===== config.mk =====
export PLATFORM = sky130hd
export DESIGN_NAME = isdn_idl_frm
export DESIGN_NICKNAME = d
export VERILOG_FILES = /design/src/rtl/isdn_frm_pkg.sv /design/src/rtl/frm_timer.sv /design/src/rtl/frm_route_tab.sv /design/src/rtl/frm_dchan.sv /design/src/rtl/frm_rx_capture.sv /design/src/rtl/isdn_idl_frm.sv
export SDC_FILE = /design/constraint.sdc
export NUM_CORES = 1
export LEC_CHECK = 0
export BUFFER_PORTS_ARGS = -buffer_cell sky130_fd_sc_hd__buf_2
export CAP_MARGIN = 15
export CORE_MARGIN = 5
export CORE_UTILIZATION = 40
export CTS_BUF_LIST = sky130_fd_sc_hd__clkbuf_16
export CTS_CLUSTER_DIAMETER = 200
export DETAILED_ROUTE_END_ITERATION = 6
export PLACE_DENSITY_LB_ADDON = 0.1
export REMOVE_ABC_BUFFERS = 1
export SLEW_MARGIN = 20
export SYNTH_ARGS = -nofsm -noshare
export SYNTH_HDL_FRONTEND = slang
export SYNTH_SLANG_ARGS = --single-unit

===== constraint.sdc =====
create_clock -name clk -period 4.8 [get_ports clk]
set_input_delay 0.96 -clock clk [delete_from_list [all_inputs] [get_ports clk]]
set_output_delay 0.96 -clock clk [all_outputs]
set_load 0.01 [all_outputs]

===== src/rtl/isdn_frm_pkg.sv =====
package isdn_frm_pkg;

    localparam int ACTIVE_SLOTS = 20;
    localparam int SLOT_W       = $clog2(ACTIVE_SLOTS);
    localparam int RC_NONE      = 0;
    localparam int RC_STRB      = 1;
    localparam int RC_PORT0     = 2;

    typedef enum logic [2:0] {
        SK_IDLE,
        SK_B1,
        SK_B2,
        SK_D1,
        SK_D2,
        SK_SPARE
    } slot_kind_e;

    typedef struct packed {
        slot_kind_e kind;
        logic [2:0] bidx;
    } slot_info_t;

    // Map a frame position to its channel for the chosen layout.
    function automatic slot_info_t decode_slot(input logic [15:0] pos, input logic fmt10);
        slot_info_t s;
        logic [15:0] t;
        s.kind = SK_IDLE;
        s.bidx = 3'd0;
        t      = 16'd0;
        if (pos < 16'd8) begin
            s.kind = SK_B1;
            s.bidx = pos[2:0];
        end else if (fmt10) begin
            if (pos == 16'd8) begin
                s.kind = SK_D1;
            end else if (pos >= 16'd10 && pos < 16'd18) begin
                t      = pos - 16'd10;
                s.kind = SK_B2;
                s.bidx = t[2:0];
            end else if (pos == 16'd18) begin
                s.kind = SK_D2;
            end else if (pos < 16'(ACTIVE_SLOTS)) begin
                s.kind = SK_SPARE;
            end
        end else begin
            if (pos < 16'd16) begin
                s.kind = SK_B2;
                s.bidx = pos[2:0];
            end else if (pos == 16'd16) begin
                s.kind = SK_D1;
            end else if (pos == 16'd17) begin
                s.kind = SK_D2;
            end else if (pos < 16'(ACTIVE_SLOTS)) begin
                s.kind = SK_SPARE;
            end
        end
        return s;
    endfunction

    function automatic logic is_dslot(input slot_info_t s);
        return (s.kind == SK_D1) || (s.kind == SK_D2);
    endfunction

endpackage


===== src/rtl/frm_timer.sv =====
module frm_timer
    import isdn_frm_pkg::*;
#(
    parameter int FRAME_LEN = 256,
    localparam int POS_W    = $clog2(FRAME_LEN)
) (
    input  logic             clk,
    input  logic             rst,
    input  logic             sync_in,
    input  logic             fmt10_in,
    output logic [POS_W-1:0] pos,
    output logic             in_frame,
    output logic             slot_act,
    output logic             last_slot,
    output slot_info_t       slot_info
);

    logic fmt10_q;

    always_ff @(posedge clk) begin
        if (rst) begin
            pos      <= '0;
            in_frame <= 1'b0;
            fmt10_q  <= 1'b0;
        end else if (sync_in) begin
            pos      <= '0;
            in_frame <= 1'b1;
            fmt10_q  <= fmt10_in;
        end else if (in_frame) begin
            if (pos == POS_W'(FRAME_LEN - 1)) begin
                in_frame <= 1'b0;
            end else begin
                pos <= pos + 1'b1;
            end
        end
    end

    always_comb begin
        slot_act  = in_frame && (pos < POS_W'(ACTIVE_SLOTS));
        last_slot = in_frame && (pos == POS_W'(ACTIVE_SLOTS - 1));
        slot_info = decode_slot(16'(pos), fmt10_q);
        if (!slot_act) begin
            slot_info.kind = SK_IDLE;
            slot_info.bidx = 3'd0;
        end
    end

    // the edge that sees sync starts a frame at position 0
    a_r2_sync_restarts: assert property (@(posedge clk) disable iff (rst)
        (!$past(rst) && $past(sync_in)) |-> (pos == '0 && in_frame));

    // positions advance by one inside a frame
    a_r2_pos_advances: assert property (@(posedge clk) disable iff (rst)
        (!$past(rst) && !$past(sync_in) && $past(in_frame) && in_frame) |-> (pos == $past(pos) + 1'b1));

endmodule


===== src/rtl/frm_route_tab.sv =====
module frm_route_tab
    import isdn_frm_pkg::*;
#(
    parameter int CODE_W = 3
) (
    input  logic              clk,
    input  logic              rst,
    input  logic              wr_en,
    input  logic [SLOT_W-1:0] wr_slot,
    input  logic [CODE_W-1:0] wr_code,
    input  logic              commit,
    input  logic [SLOT_W-1:0] rd_slot,
    output logic [CODE_W-1:0] rd_code
);

    logic [CODE_W-1:0] shd [ACTIVE_SLOTS];
    logic [CODE_W-1:0] act [ACTIVE_SLOTS];

    for (genvar i = 0; i < ACTIVE_SLOTS; i++) begin : g_ent
        logic [CODE_W-1:0] nxt;
        assign nxt = (wr_en && wr_slot == SLOT_W'(i)) ? wr_code : shd[i];

        always_ff @(posedge clk) begin
            if (rst) begin
                shd[i] <= CODE_W'(RC_NONE);
                act[i] <= CODE_W'(RC_NONE);
            end else begin
                shd[i] <= nxt;
                if (commit) begin
                    act[i] <= nxt;
                end
            end
        end

        // the live entry changes only at a frame boundary
        a_r9_live_holds: assert property (@(posedge clk) disable iff (rst)
            (!$past(rst) && !$past(commit)) |-> $stable(act[i]));
    end

    always_comb begin
        rd_code = CODE_W'(RC_NONE);
        for (int i = 0; i < ACTIVE_SLOTS; i++) begin
            if (rd_slot == SLOT_W'(i)) begin
                rd_code = act[i];
            end
        end
    end

endmodule


===== src/rtl/frm_dchan.sv =====
module frm_dchan (
    input  logic       clk,
    input  logic       rst,
    input  logic       sync_in,
    input  logic       gnt,
    input  logic       pend,
    input  logic [1:0] bits_in,
    input  logic       at_d2,
    output logic       cmt,
    output logic [1:0] hold,
    output logic       req,
    output logic       taken
);

    always_ff @(posedge clk) begin
        if (rst) begin
            cmt   <= 1'b0;
            hold  <= 2'b11;
            req   <= 1'b0;
            taken <= 1'b0;
        end else begin
            taken <= 1'b0;
            if (sync_in) begin
                cmt  <= gnt && pend;
                hold <= bits_in;
                req  <= pend;
            end else if (cmt && at_d2) begin
                cmt   <= 1'b0;
                taken <= 1'b1;
                req   <= 1'b0;
            end else begin
                req <= pend;
            end
        end
    end

    // a send report needs a frame that was granted
    a_r11_taken_after_commit: assert property (@(posedge clk) disable iff (rst)
        taken |-> $past(cmt));

    // the request is down when the send is reported
    a_r10_req_drops_on_send: assert property (@(posedge clk) disable iff (rst)
        taken |-> !req);

    // no grant at sync means no transmit this frame
    a_r12_no_grant_no_commit: assert property (@(posedge clk) disable iff (rst)
        (!$past(rst) && $past(sync_in) && !$past(gnt)) |-> !cmt);

endmodule


===== src/rtl/frm_rx_capture.sv =====
module frm_rx_capture
    import isdn_frm_pkg::*;
#(
    parameter int NUM_PORTS = 4,
    parameter int CODE_W    = 3
) (
    input  logic                 clk,
    input  logic                 rst,
    input  logic                 rxd,
    input  logic                 slot_act,
    input  logic                 last_slot,
    input  slot_info_t           slot_info,
    input  logic [CODE_W-1:0]    code,
    output logic [NUM_PORTS-1:0] port_rx_vld,
    output logic                 port_rxd,
    output logic [7:0]           rx_b1,
    output logic [7:0]           rx_b2,
    output logic [1:0]           rx_d,
    output logic                 rx_frame_vld
);

    logic [7:0] b1_acc;
    logic [7:0] b2_acc;
    logic [1:0] d_acc;

    always_ff @(negedge clk) begin
        if (rst) begin
            port_rx_vld  <= '0;
            port_rxd     <= 1'b1;
            b1_acc       <= '0;
            b2_acc       <= '0;
            d_acc        <= '0;
            rx_b1        <= '0;
            rx_b2        <= '0;
            rx_d         <= '0;
            rx_frame_vld <= 1'b0;
        end else begin
            port_rx_vld  <= '0;
            rx_frame_vld <= 1'b0;
            if (slot_act) begin
                port_rxd <= rxd;
                for (int k = 0; k < NUM_PORTS; k++) begin
                    port_rx_vld[k] <= (code == CODE_W'(RC_PORT0 + k));
                end
                case (slot_info.kind)
                    SK_B1:   b1_acc[3'd7 - slot_info.bidx] <= rxd;
                    SK_B2:   b2_acc[3'd7 - slot_info.bidx] <= rxd;
                    SK_D1:   d_acc[1] <= rxd;
                    SK_D2:   d_acc[0] <= rxd;
                    default: ;
                endcase
                if (last_slot) begin
                    rx_b1        <= b1_acc;
                    rx_b2        <= b2_acc;
                    rx_d         <= d_acc;
                    rx_frame_vld <= 1'b1;
                end
            end
        end
    end

    // port data only comes from sampled active positions
    a_r7_rx_only_in_window: assert property (@(negedge clk) disable iff (rst)
        (|port_rx_vld) |-> $past(slot_act));

    // a received bit belongs to at most one port
    a_r6_rx_single_owner: assert property (@(negedge clk) disable iff (rst)
        $onehot0(port_rx_vld));

endmodule


===== src/rtl/isdn_idl_frm.sv =====
module isdn_idl_frm
    import isdn_frm_pkg::*;
#(
    parameter int NUM_PORTS = 4,
    parameter int FRAME_LEN = 256,
    localparam int CODE_W   = $clog2(NUM_PORTS + RC_PORT0),
    localparam int POS_W    = $clog2(FRAME_LEN)
) (
    input  logic                 clk,
    input  logic                 rst,
    input  logic                 l1_sync,
    input  logic                 l1_rxd,
    output logic                 l1_txd,
    input  logic                 l1_gnt,
    output logic                 l1_req,
    output logic                 l1_strobe,
    input  logic                 fmt10_sel,
    input  logic                 rt_wr_en,
    input  logic [SLOT_W-1:0]    rt_wr_slot,
    input  logic [CODE_W-1:0]    rt_wr_code,
    input  logic [NUM_PORTS-1:0] port_txd,
    output logic [NUM_PORTS-1:0] port_tx_tap,
    output logic [NUM_PORTS-1:0] port_rx_vld,
    output logic                 port_rxd,
    input  logic                 d_tx_valid,
    input  logic [1:0]           d_tx_bits,
    output logic                 d_tx_taken,
    output logic [7:0]           rx_b1,
    output logic [7:0]           rx_b2,
    output logic [1:0]           rx_d,
    output logic                 rx_frame_vld
);

    logic [POS_W-1:0]  pos;
    logic              in_frame;
    logic              slot_act;
    logic              last_slot;
    slot_info_t        slot_info;
    logic [CODE_W-1:0] code;
    logic              d_cmt;
    logic [1:0]        d_hold;

    frm_timer #(.FRAME_LEN(FRAME_LEN)) u_timer (
        .clk       (clk),
        .rst       (rst),
        .sync_in   (l1_sync),
        .fmt10_in  (fmt10_sel),
        .pos       (pos),
        .in_frame  (in_frame),
        .slot_act  (slot_act),
        .last_slot (last_slot),
        .slot_info (slot_info)
    );

    frm_route_tab #(.CODE_W(CODE_W)) u_route (
        .clk     (clk),
        .rst     (rst),
        .wr_en   (rt_wr_en),
        .wr_slot (rt_wr_slot),
        .wr_code (rt_wr_code),
        .commit  (l1_sync),
        .rd_slot (pos[SLOT_W-1:0]),
        .rd_code (code)
    );

    frm_dchan u_dchan (
        .clk     (clk),
        .rst     (rst),
        .sync_in (l1_sync),
        .gnt     (l1_gnt),
        .pend    (d_tx_valid),
        .bits_in (d_tx_bits),
        .at_d2   (slot_info.kind == SK_D2),
        .cmt     (d_cmt),
        .hold    (d_hold),
        .req     (l1_req),
        .taken   (d_tx_taken)
    );

    frm_rx_capture #(.NUM_PORTS(NUM_PORTS), .CODE_W(CODE_W)) u_rx (
        .clk          (clk),
        .rst          (rst),
        .rxd          (l1_rxd),
        .slot_act     (slot_act),
        .last_slot    (last_slot),
        .slot_info    (slot_info),
        .code         (code),
        .port_rx_vld  (port_rx_vld),
        .port_rxd     (port_rxd),
        .rx_b1        (rx_b1),
        .rx_b2        (rx_b2),
        .rx_d         (rx_d),
        .rx_frame_vld (rx_frame_vld)
    );

    // Transmit selection: D positions belong to the contention engine,
    // every other active position follows the live routing entry.
    always_comb begin
        l1_txd      = 1'b1;
        l1_strobe   = 1'b0;
        port_tx_tap = '0;
        if (slot_act) begin
            l1_strobe = (code == CODE_W'(RC_STRB));
            for (int k = 0; k < NUM_PORTS; k++) begin
                if (code == CODE_W'(RC_PORT0 + k)) begin
                    port_tx_tap[k] = 1'b1;
                end
            end
            if (is_dslot(slot_info)) begin
                l1_txd = d_cmt ? d_hold[slot_info.kind == SK_D1] : 1'b1;
            end else begin
                for (int k = 0; k < NUM_PORTS; k++) begin
                    if (port_tx_tap[k]) begin
                        l1_txd = port_txd[k];
                    end
                end
            end
        end
    end

    // strobe and port ownership never share a position
    a_r8_strobe_excl: assert property (@(posedge clk) disable iff (rst)
        l1_strobe |-> (port_tx_tap == '0));

    // nothing but ones on the line outside a frame
    a_r7_idle_between_frames: assert property (@(posedge clk) disable iff (rst)
        !in_frame |-> (l1_txd && !l1_strobe && port_tx_tap == '0));

endmodule


Word-level counts from Yosys, hierarchy flattened
Memories as Yosys holds them, arrays and structs flattened.
Index checks and enable logic that the tools add are counted.
W data, S select, Z words.
{"block": "totals", "inputBits": 22, "register_bits": 57, "elab_cells": 295, "ram_bits": 120, "mem_count": 2}
{"name": "u_route.act", "words": 20, "word_bits": 3, "rd": 20, "rd_clocked_by_memory_dff": 0, "write_ports": 20, "line_no": "frm_route_tab.sv:17", "text": "logic [CODE_W-1:0] act [ACTIVE_SLOTS];"}
{"name": "u_route.shd", "words": 20, "word_bits": 3, "rd": 20, "rd_clocked_by_memory_dff": 0, "write_ports": 20, "line_no": "frm_route_tab.sv:16", "text": "logic [CODE_W-1:0] shd [ACTIVE_SLOTS];"}
{"block": "op_classes", "n_lt_le_gt_ge": 9, "mux": 131, "bitwise_logic": 42, "n_reduce_logical": 38, "addsub": 3, "n_eq_ne": 53}
{"operator": "$mux W3", "n": 90}
{"operator": "$eq A5 B4 Y1 const B", "n": 16}
{"operator": "$eq A5 B3 Y1 const B", "n": 8}
{"operator": "$eq A5 B5 Y1 const B", "n": 8}
{"operator": "$or A1 B1 Y1", "n": 40}
{"operator": "$mux W1", "n": 34}
{"operator": "$eq A8 B5 Y1 const B", "n": 4}
{"operator": "$lt A8 B5 Y1 const B", "n": 4}
{"operator": "$logic_and A1 B1 Y1", "n": 26}
{"operator": "$eq A5 B2 Y1 const B", "n": 4}
{"operator": "$mux W6", "n": 3}
{"operator": "$bwmux W8", "n": 2}
{"operator": "$eq A3 B2 Y1 const B", "n": 4}
{"operator": "$reduce_and A2 Y1", "n": 6}
{"operator": "$eq A5 B1 Y1 const B", "n": 2}
{"operator": "$logic_not A5 Y1", "n": 2}
{"operator": "$eq A3 B3 Y1 const B", "n": 3}
{"operator": "$add A8 B1 Y8 const B", "n": 1}
{"operator": "$eq A8 B4 Y1 const B", "n": 1}
{"operator": "$eq A8 B8 Y1 const B", "n": 1}
{"operator": "$ge A8 B4 Y1 const B", "n": 1}
{"operator": "$lt A8 B4 Y1 const B", "n": 1}
{"operator": "$eq A3 B1 Y1 const B", "n": 2}
{"operator": "$lt A3 B4 Y1 const B", "n": 1}
{"operator": "other kinds (10)", "n": 12}

Depth between registers and ports, before layout
Gate-level depths: netlist of run 1.
{"block": "logic_depth", "word_depth": 30, "mapped_depth": 13, "depth_no_buf": 10}

Cells and area by module
A second synthesis of run 1 with hierarchy kept.
{"block": "unflattened", "cells_unflattened": 842, "hier_area_um2": 8212.9}
{"module": "frm_route_tab", "seq_area_each_um2": 3002.9, "instances": 1, "area_each_um2": 5408.9, "cells_each": 519}
{"module": "frm_rx_capture", "seq_area_each_um2": 840.8, "instances": 1, "area_each_um2": 1706.6, "cells_each": 186}
{"module": "frm_timer", "seq_area_each_um2": 200.2, "instances": 1, "area_each_um2": 760.7, "cells_each": 100}
{"module": "frm_dchan", "seq_area_each_um2": 100.1, "instances": 1, "area_each_um2": 180.2, "cells_each": 15}
{"module": "isdn_idl_frm", "seq_area_each_um2": 0.0, "instances": 1, "area_each_um2": 156.4, "cells_each": 22}

==> results of run 1 <==
[critical path: cells and delay by family, from the launching register on]
kind	cells	cell delay, ns
AO/OA/AOI/OAI	2	0.48
adder cells (fa/ha/maj)	1	0.18
buffers and inverters	2	0.29
flip-flops	1	0.34
AND/OR/NAND/NOR	5	0.97
[routing by layer]
layer	wire length [um]	global-route usage, %	vias up
met1	10400	25.4	3241
met2	10300	29.8	168
met4	298	5.43	0
met3	1020	4.20	25
met5	0	0	-
li1	-	-	3366
[kinds of logic after synthesis]
group                      count (synthesis)  synth area share (%)
muxes                                     33                  4.07
DFF                                      177                  50.8
and+or+nand+nor                          395                  25.3
adders and majority gates                  8                  1.23
AOI/OAI and AO/OA                        182                  14.0
xor gates and xnor gates                   4                 0.430
buffers and inverters                     82                  4.17
[cell usage after synthesis (all sizes together) (3+ instances only)]
| cell | number |
|---|---|
| a2111oi | 4 |
| a211o | 3 |
| a211oi | 10 |
| a21oi | 93 |
| a221oi | 3 |
| a311oi | 3 |
| a31oi | 7 |
| and2 | 60 |
| and3 | 6 |
| buf | 16 |
| clkbuf | 51 |
| dfxtp | 117 |
| edfxtp | 60 |
| ha | 8 |
| inv | 15 |
| mux2i | 32 |
| nand2 | 117 |
| nand2b | 9 |
| nand3 | 45 |
| nand3b | 12 |
| nand4 | 4 |
| nand4b | 3 |
| nor2 | 72 |
| nor2b | 20 |
| nor3 | 9 |
| nor3b | 9 |
| nor4 | 5 |
| o21a | 3 |
| o21ai | 28 |
| o221a | 3 |
| o22ai | 3 |
| o31ai | 6 |
| or2 | 5 |
| or3 | 4 |
| or3b | 5 |
| or4 | 3 |
[flip-flops by register name, indices dropped and copies added (netlist names), 2 cells and up]
signal            cells
u_dchan.hold          2
u_route.act          60
u_route.shd          60
u_rx.b1_acc           8
u_rx.b2_acc           8
u_rx.d_acc            2
u_rx.port_rx_vld      4
u_rx.rx_b1            8
u_rx.rx_b2            8
u_rx.rx_d             2
u_timer.pos           8
[stage by stage]
stage / total power [W] / setup TNS, ns / std cells / instance area, um^2
final: 0.00340 / 0 / 1297 / 10100
after global routing: 0.00356 / -0.0205 / 1297 / 10100
after CTS: 0.00343 / 0 / 1292 / 9960
after detailed placement: 0.00190 / -0.556 / 1219 / 9140
after global placement: 0.00190 / -0.293 / 1219 / 9130
after floorplan: 0.00177 / -2.13 / 814 / 7870
[area by class of cell]
type / instances / share of cell area, %
clock buffers: 18 / 4.44
inverters: 14 / 0.555
well taps: 270 / 3.33
flip-flops and latches: 177 / 40.9
clock inverters: 56 / 3.21
multi-input cells: 622 / 38.0
repair buffers: 140 / 9.62
[repair_timing]
| action | 4_1_cts | 5_1_grt |
|---|---|---|
| pin swaps | 4 | 16 |
| hold buffers | 0 | 0 |
| gates cloned | 0 | 1 |
| gates resized for setup | 15 | 34 |
| hold endpoints to repair | 0 | 0 |
| endpoints found under the setup margin | 5 | 33 |
| setup buffers | 1 | 4 |
[path summary, 6_finish.rpt]
path                                from                              to  slack, ns
max reg2reg  u_timer.pos[0]$_SDFFE_PP0P_  u_rx.port_rx_vld[3]$_SDFF_NP0_       0.10
min          u_rx.b1_acc[2]$_SDFFE_NP0P_      u_rx.rx_b1[2]$_SDFFE_NP0P_       0.44
max          u_timer.pos[0]$_SDFFE_PP0P_  u_rx.port_rx_vld[3]$_SDFF_NP0_       0.10
min reg2reg  u_rx.b1_acc[2]$_SDFFE_NP0P_      u_rx.rx_b1[2]$_SDFFE_NP0P_       0.44
[placed cells by master, fill, tap and decap left out, types with 44 or more instances in the layout]
cell / synthesis / final
a21oi_1: 92 / 86
buf_4: 1 / 84
inv_1: 15 / 53
nand2_1: 116 / 116
and2_1: 60 / 60
dfxtp_1: 117 / 115
nor2_1: 70 / 66
edfxtp_1: 60 / 60
buf_2: 11 / 52
nand3_1: 45 / 44
[power groups by stage]
stage | sequential (W) | combinational, W | clock (W)
2_1_floorplan | 0.00162 | 0.0000977 | 0.0000546
3_3_place_gp | 0.00163 | 0.000218 | 0.0000546
3_5_place_dp | 0.00163 | 0.000222 | 0.0000546
4_1_cts | 0.00160 | 0.000226 | 0.00161
5_1_grt | 0.00160 | 0.000257 | 0.00171
6_report | 0.00160 | 0.000235 | 0.00157
==> impl_metrics.yaml, run 1 <==
placement:
  place_congestion: 0.851
  io_buffers: 53
  detailed_place_hpwl_mm: 15.4
  pre_cts_slack_ns: -0.198
clock_tree:
  cts_tree: "done"
  clkLatencyLatePin_ns: 0.46
  clock_sinks: 177
  clk_pin_slew_ns: 0.07
  clockBufferDepth: 2
  h-tree-depth: 4
  ctsRootBufferMaster: "clkbuf_16"
  cts_made_buffers: 17
layout:
  area.growth.synth_to_final_pct: 24.4
  final_core_util_pct: 50.3
  drive_above_1_share_pct: 22.6
  multi_input_area_um2: 3850
  final_nets: 1044
  register_area_um2: 4150
  diodes: 0
  fillers: 1928
synthesis:
  yosys_warnings: 0
  post_synth.cell_area_avg_um2: 9.26
  synthesis.area_um2: 8160
  syn-instance-count: 881
  ys_types: 74
  ys.flop_type: "dfxtp_1"
  yosys.area.top_type: "dfxtp_1"
  yosys.area.top_type_share_pct: 28.7
  ys_seq_area_share_pct: 50.8
  synth-edff-count: 60
  ys_ff_latch: 177
  synthTopCellsByArea: "dfxtp_1 (29%), edfxtp_1 (22%), a21oi_1 (5.6%)"
  async_flop_share_pct: 0
power_and_ir_drop:
  max-vdd-ir-drop_v: 0.000218
  p_int_w: 0.00246
  combPwrFrac_pct: 6.9
  clockPowerShare_pct: 46.1
  power.leakage_nw: 3.93
  power_frac_seq_pct: 47.0
  switching_share_pct: 27.7
  p_per_area_nw_per_um2: 335
  p_sw_w: 0.000942
grt:
  track_usage_pct: 18.6
  grt_pass1_wl_mm: 35.4
  grt_pass1_vias: 6645
  grt_start_max_net_pins: 70
  gr-total-overflow: 0
  antenna_found_initial: 0
die:
  die_w_um: 153
  die_h_um: 153
  io-pin-count: 54
  start_util_pct: 40.4
  fp-row-count: 52
  core-area_um2: 20200
  dieArea_um2: 23300
run:
  cap_viol_max_count: 0
timing:
  hold_viol_final: 0
  rsz0062_at_grt: "yes"
  setup_viol: 0
  worst_slack_ns: 0.103
  slew_headroom_pct: 38.0
  worstMarginPinSlew_ns: 0.928
  maxSlewViolCount: 0
  fin_hold_ws_ns: 0.442
  skew_ns: 0.0388
drt:
  dr.first_iter.drc_count: 427
  via_per_inst: 5.24
  routed_wl_mm: 21.9
  drt_pre_antenna_iters: 5
  ant_nets: 0
  remaining_drc_errors: 0
  num_vias: 6800
  routedWlPerCell_um: 16.9
worst_hold_path:
  hold_class: "register to register"
  min_path_cells: 2
worst_setup_path:
  r2r_cells: 10
  cp.arrival_ns: 2.69
  path_class: "register to register"
  path_cells: "buf_4 -> ha_4 -> buf_12 -> or4_4 -> a211oi_2 -> nor4_2 -> o211ai_2 -> nand2_1 -> or2_4 -> nor2_2"
  cp-start-kind: "register"
  cp_data_required_time_ns: 2.79
  critPathCaptureType: "register"
  critical-path-slowest-cell: "or4_4"
  slowest_delay_ns: 0.43
  cp_max_fo: 14
status:
  run_status: "completed"
Power figures use the tool's default switching activity.
==> inputs of run 2 (changes only) <==
--- a/config.mk
+++ b/config.mk
@@ -14,7 +14,10 @@
 export DETAILED_ROUTE_END_ITERATION = 6
 export PLACE_DENSITY_LB_ADDON = 0.1
 export REMOVE_ABC_BUFFERS = 1
+export SKIP_LAST_GASP = 1
 export SLEW_MARGIN = 20
 export SYNTH_ARGS = -nofsm -noshare
 export SYNTH_HDL_FRONTEND = slang
+export SYNTH_HIERARCHICAL = 1
 export SYNTH_SLANG_ARGS = --single-unit
+export TNS_END_PERCENT = 20
==> run 2 against run 1 <==
Die area is 0.66% higher. Cell area shrank 4.4%. Final cell count decreased by 5.6%. Clock-buffer cell count unchanged. Largest power group unchanged. Utilization is 2.4 points lower.
==> impl_metrics.yaml, run 2 <==
clock_tree:
  clkLatencyLatePin_ns: 0.46
  postCtsHoldBufs: 0
  clock_sinks: 177
  clk_pin_slew_ns: 0.07
  cts_tree: "done"
  cts_made_buffers: 17
  clockBufferDepth: 2
  ctsRootBufferMaster: "clkbuf_16"
  h-tree-depth: 4
worst_setup_path:
  path_cells: "buf_12 -> mux4_2 -> nand2_1 -> a21oi_1 -> a311o_1 -> a22o_1 -> or3b_2 -> nor2_1"
  r2r-end: "u_rx/port_rx_vld[0]$_SDFF_NP0_"
  slowest_delay_ns: 0.46
  crit_start: "u_timer/pos[1]$_SDFFE_PP0P_"
  cp-start-kind: "register"
  path_class: "register to register"
  worst-r2r-setup-slack_ns: 0.07
  worstReg2RegStart: "u_timer/pos[1]$_SDFFE_PP0P_"
  critPathCaptureType: "register"
  cp_data_required_time_ns: 2.79
  critical-path-slowest-cell: "or3b_2"
  cp_max_fo: 42
  cp_top_family: "compound AO/OA/AOI/OAI gates"
  cp.arrival_ns: 2.71
  worst-path-buf-inv: 1
  cp.depth: 8
  endpoint: "u_rx/port_rx_vld[0]$_SDFF_NP0_"
  r2r_cells: 8
layout:
  drive_above_1_share_pct: 19.7
  register_area_um2: 4150
  layout_common_cells: "dfxtp_1 (113), nand2_1 (108), a21oi_1 (66)"
  diodes: 0
  fillers: 1946
  final_nets: 970
  multi_input_area_um2: 3750
  area.growth.synth_to_final_pct: 18.1
  final_cells: 1225
  final_core_util_pct: 47.9
  top_regs: "u_route/act: 60 flops, u_route/shd: 60 flops"
  layout_commonest_cell: "dfxtp_1"
  fin_area_um2: 9700
synthesis:
  post_synth.cell_area_avg_um2: 9.75
  ys_types: 89
  synth-edff-count: 60
  ys_seq_area_share_pct: 50.5
  async_flop_share_pct: 0
  yosys.area.top_type_share_pct: 28.5
  ys_top_cells_by_count: "dfxtp_1 (117), nand2_1 (108), a21oi_1 (68)"
  syn-instance-count: 842
  yosys.area.top_type: "dfxtp_1"
  synthesis.area_um2: 8210
  synthTopCellsByArea: "dfxtp_1 (29%), edfxtp_1 (22%), mux2i_1 (6.1%)"
  yosys_warnings: 6
  ys_ff_latch: 177
  yosys.cell_count.top_type: "dfxtp_1"
  ys.flop_type: "dfxtp_1"
drt:
  met3_length_um: 848
  highest_layer: "met5"
  wl_met1_mm: 9.49
  routedWlPerCell_um: 16.5
  drt_pre_antenna_iters: 5
  met2_length_mm: 9.61
  via_per_inst: 5.17
  ant_nets: 0
  dr.first_iter.drc_count: 363
  remaining_drc_errors: 0
  num_vias: 6332
  routed_wl_mm: 20.2
timing:
  hold_viol_final: 0
  setup_viol: 0
  worstMarginPinSlew_ns: 0.842
  maxSlewViolCount: 0
  rsz0062_at_grt: "yes"
  slew_headroom_pct: 43.8
  tns_ns: 0
  skew_ns: 0.0317
  worst_slack_ns: 0.0733
grt:
  gr-total-overflow: 0
  grt_pass1_vias: 6343
  antenna_found_initial: 1
  grt_pass1_wl_mm: 33.0
  track_usage_pct: 17.3
  grt_start_max_net_pins: 71
placement:
  place_congestion: 0.864
  detailed_place_hpwl_mm: 13.5
  place_area_um2: 8800
  pre_cts_slack_ns: 0.00983
  dp_cells: 1146
  io_buffers: 53
power_and_ir_drop:
  max-vdd-ir-drop_v: 0.000231
  p_per_area_nw_per_um2: 343
  power.leakage_nw: 3.86
die:
  core-area_um2: 20200
  die_w_um: 153
  dieArea_um2: 23500
  die_h_um: 153
  fp-row-count: 52
  start_util_pct: 40.6
  io-pin-count: 54
worst_hold_path:
  hold_class: "register to register"
  min_path_cells: 2
run:
  cap_viol_max_count: 0
status:
  run_status: "completed"
[run 2: cell types whose count changed after synthesis, moves of 9 or more]
cell      previous run  this run
a21oi_1             92        68
clkbuf_1            51        24
mux2i_1             32        50
nand2b_1             9        25
nand3_1             45        56
nor2_1              70        61
o21ai_0             19        10
[run 2: timing repair]
action | in CTS | in global routing
resized for setup | 1 | 26
setup endpoints to repair | 3 | 29
endpoints found under the hold margin | 0 | 0
pin swaps | 0 | 4
buffers inserted | 0 | 6
[run 2: layout make-up]
| type | instances | share of cell area [%] |
|---|---|---|
| Inverter | 11 | 0.426 |
| Timing Repair Buffer | 98 | 6.71 |
| Multi-Input combinational cell | 595 | 38.7 |
| Sequential cell | 177 | 42.8 |
| Clock inverter | 56 | 3.28 |
| Clock buffer | 18 | 4.64 |
| Tap cell | 270 | 3.48 |
[run 2: worst min path at each step]
stage,from,end,slack [ns]
CTS,u_rx/b2_acc[1]$_SDFFE_NP0P_,u_rx/rx_b2[1]$_SDFFE_NP0P_,0.44
finish,u_rx/rx_b2[3]$_SDFFE_NP0P_,u_rx/rx_b2[3]$_SDFFE_NP0P_,0.45
global route,u_rx/rx_b2[7]$_SDFFE_NP0P_,u_rx/rx_b2[7]$_SDFFE_NP0P_,0.46
global placement,u_rx/b1_acc[1]$_SDFFE_NP0P_,u_rx/rx_b1[1]$_SDFFE_NP0P_,0.44
floorplan,u_rx/b1_acc[0]$_SDFFE_NP0P_,u_rx/rx_b1[0]$_SDFFE_NP0P_,0.42
detailed placement,u_rx/rx_b2[3]$_SDFFE_NP0P_,u_rx/rx_b2[3]$_SDFFE_NP0P_,0.44
[run 2: per-stage QoR]
step	power, W	hold WS [ns]
floorplan	0.00176	0.421
global placement	0.00186	0.440
detailed placement	0.00186	0.443
CTS	0.00336	0.445
global route	0.00349	0.461
finish	0.00332	0.447
[run 2: kinds of logic (layout without fill, tap and decap cells)]
logic type                 Yosys count  after routing  share of synthesized area, %
AOI/OAI and AO/OA                  128            128                          9.95
xor gates and xnor gates             5              5                         0.533
adders and majority gates            6              6                         0.914
buffers and inverters               70            183                          4.81
DFF                                177            177                          50.5
muxes                               56             56                          7.10
and+or+nand+nor                    400            400                          26.2
[run 2: layer usage]
metal	vias up	track usage, %
met4	2	5.13
met2	143	28.7
met5	-	0
met1	3037	22.5
met3	20	4.21
li1	3130	-
[run 2: where the power goes]
group	total, W	internal (W)	leakage [nW]	switching, W
registers	0.00160	0.00158	1.62	0.0000161
logic	0.000183	0.0000647	1.72	0.000118
clock network	0.00155	0.000782	0.523	0.000764
[run 2: worst register-to-register path: stages, from the launching register on]
cell,delay [ns]
dfxtp_2,0.37
buf_12,0.21
mux4_2,0.35
nand2_1,0.08
a21oi_1,0.07
a311o_1,0.35
a22o_1,0.28
or3b_2,0.46
nor2_1,0.11
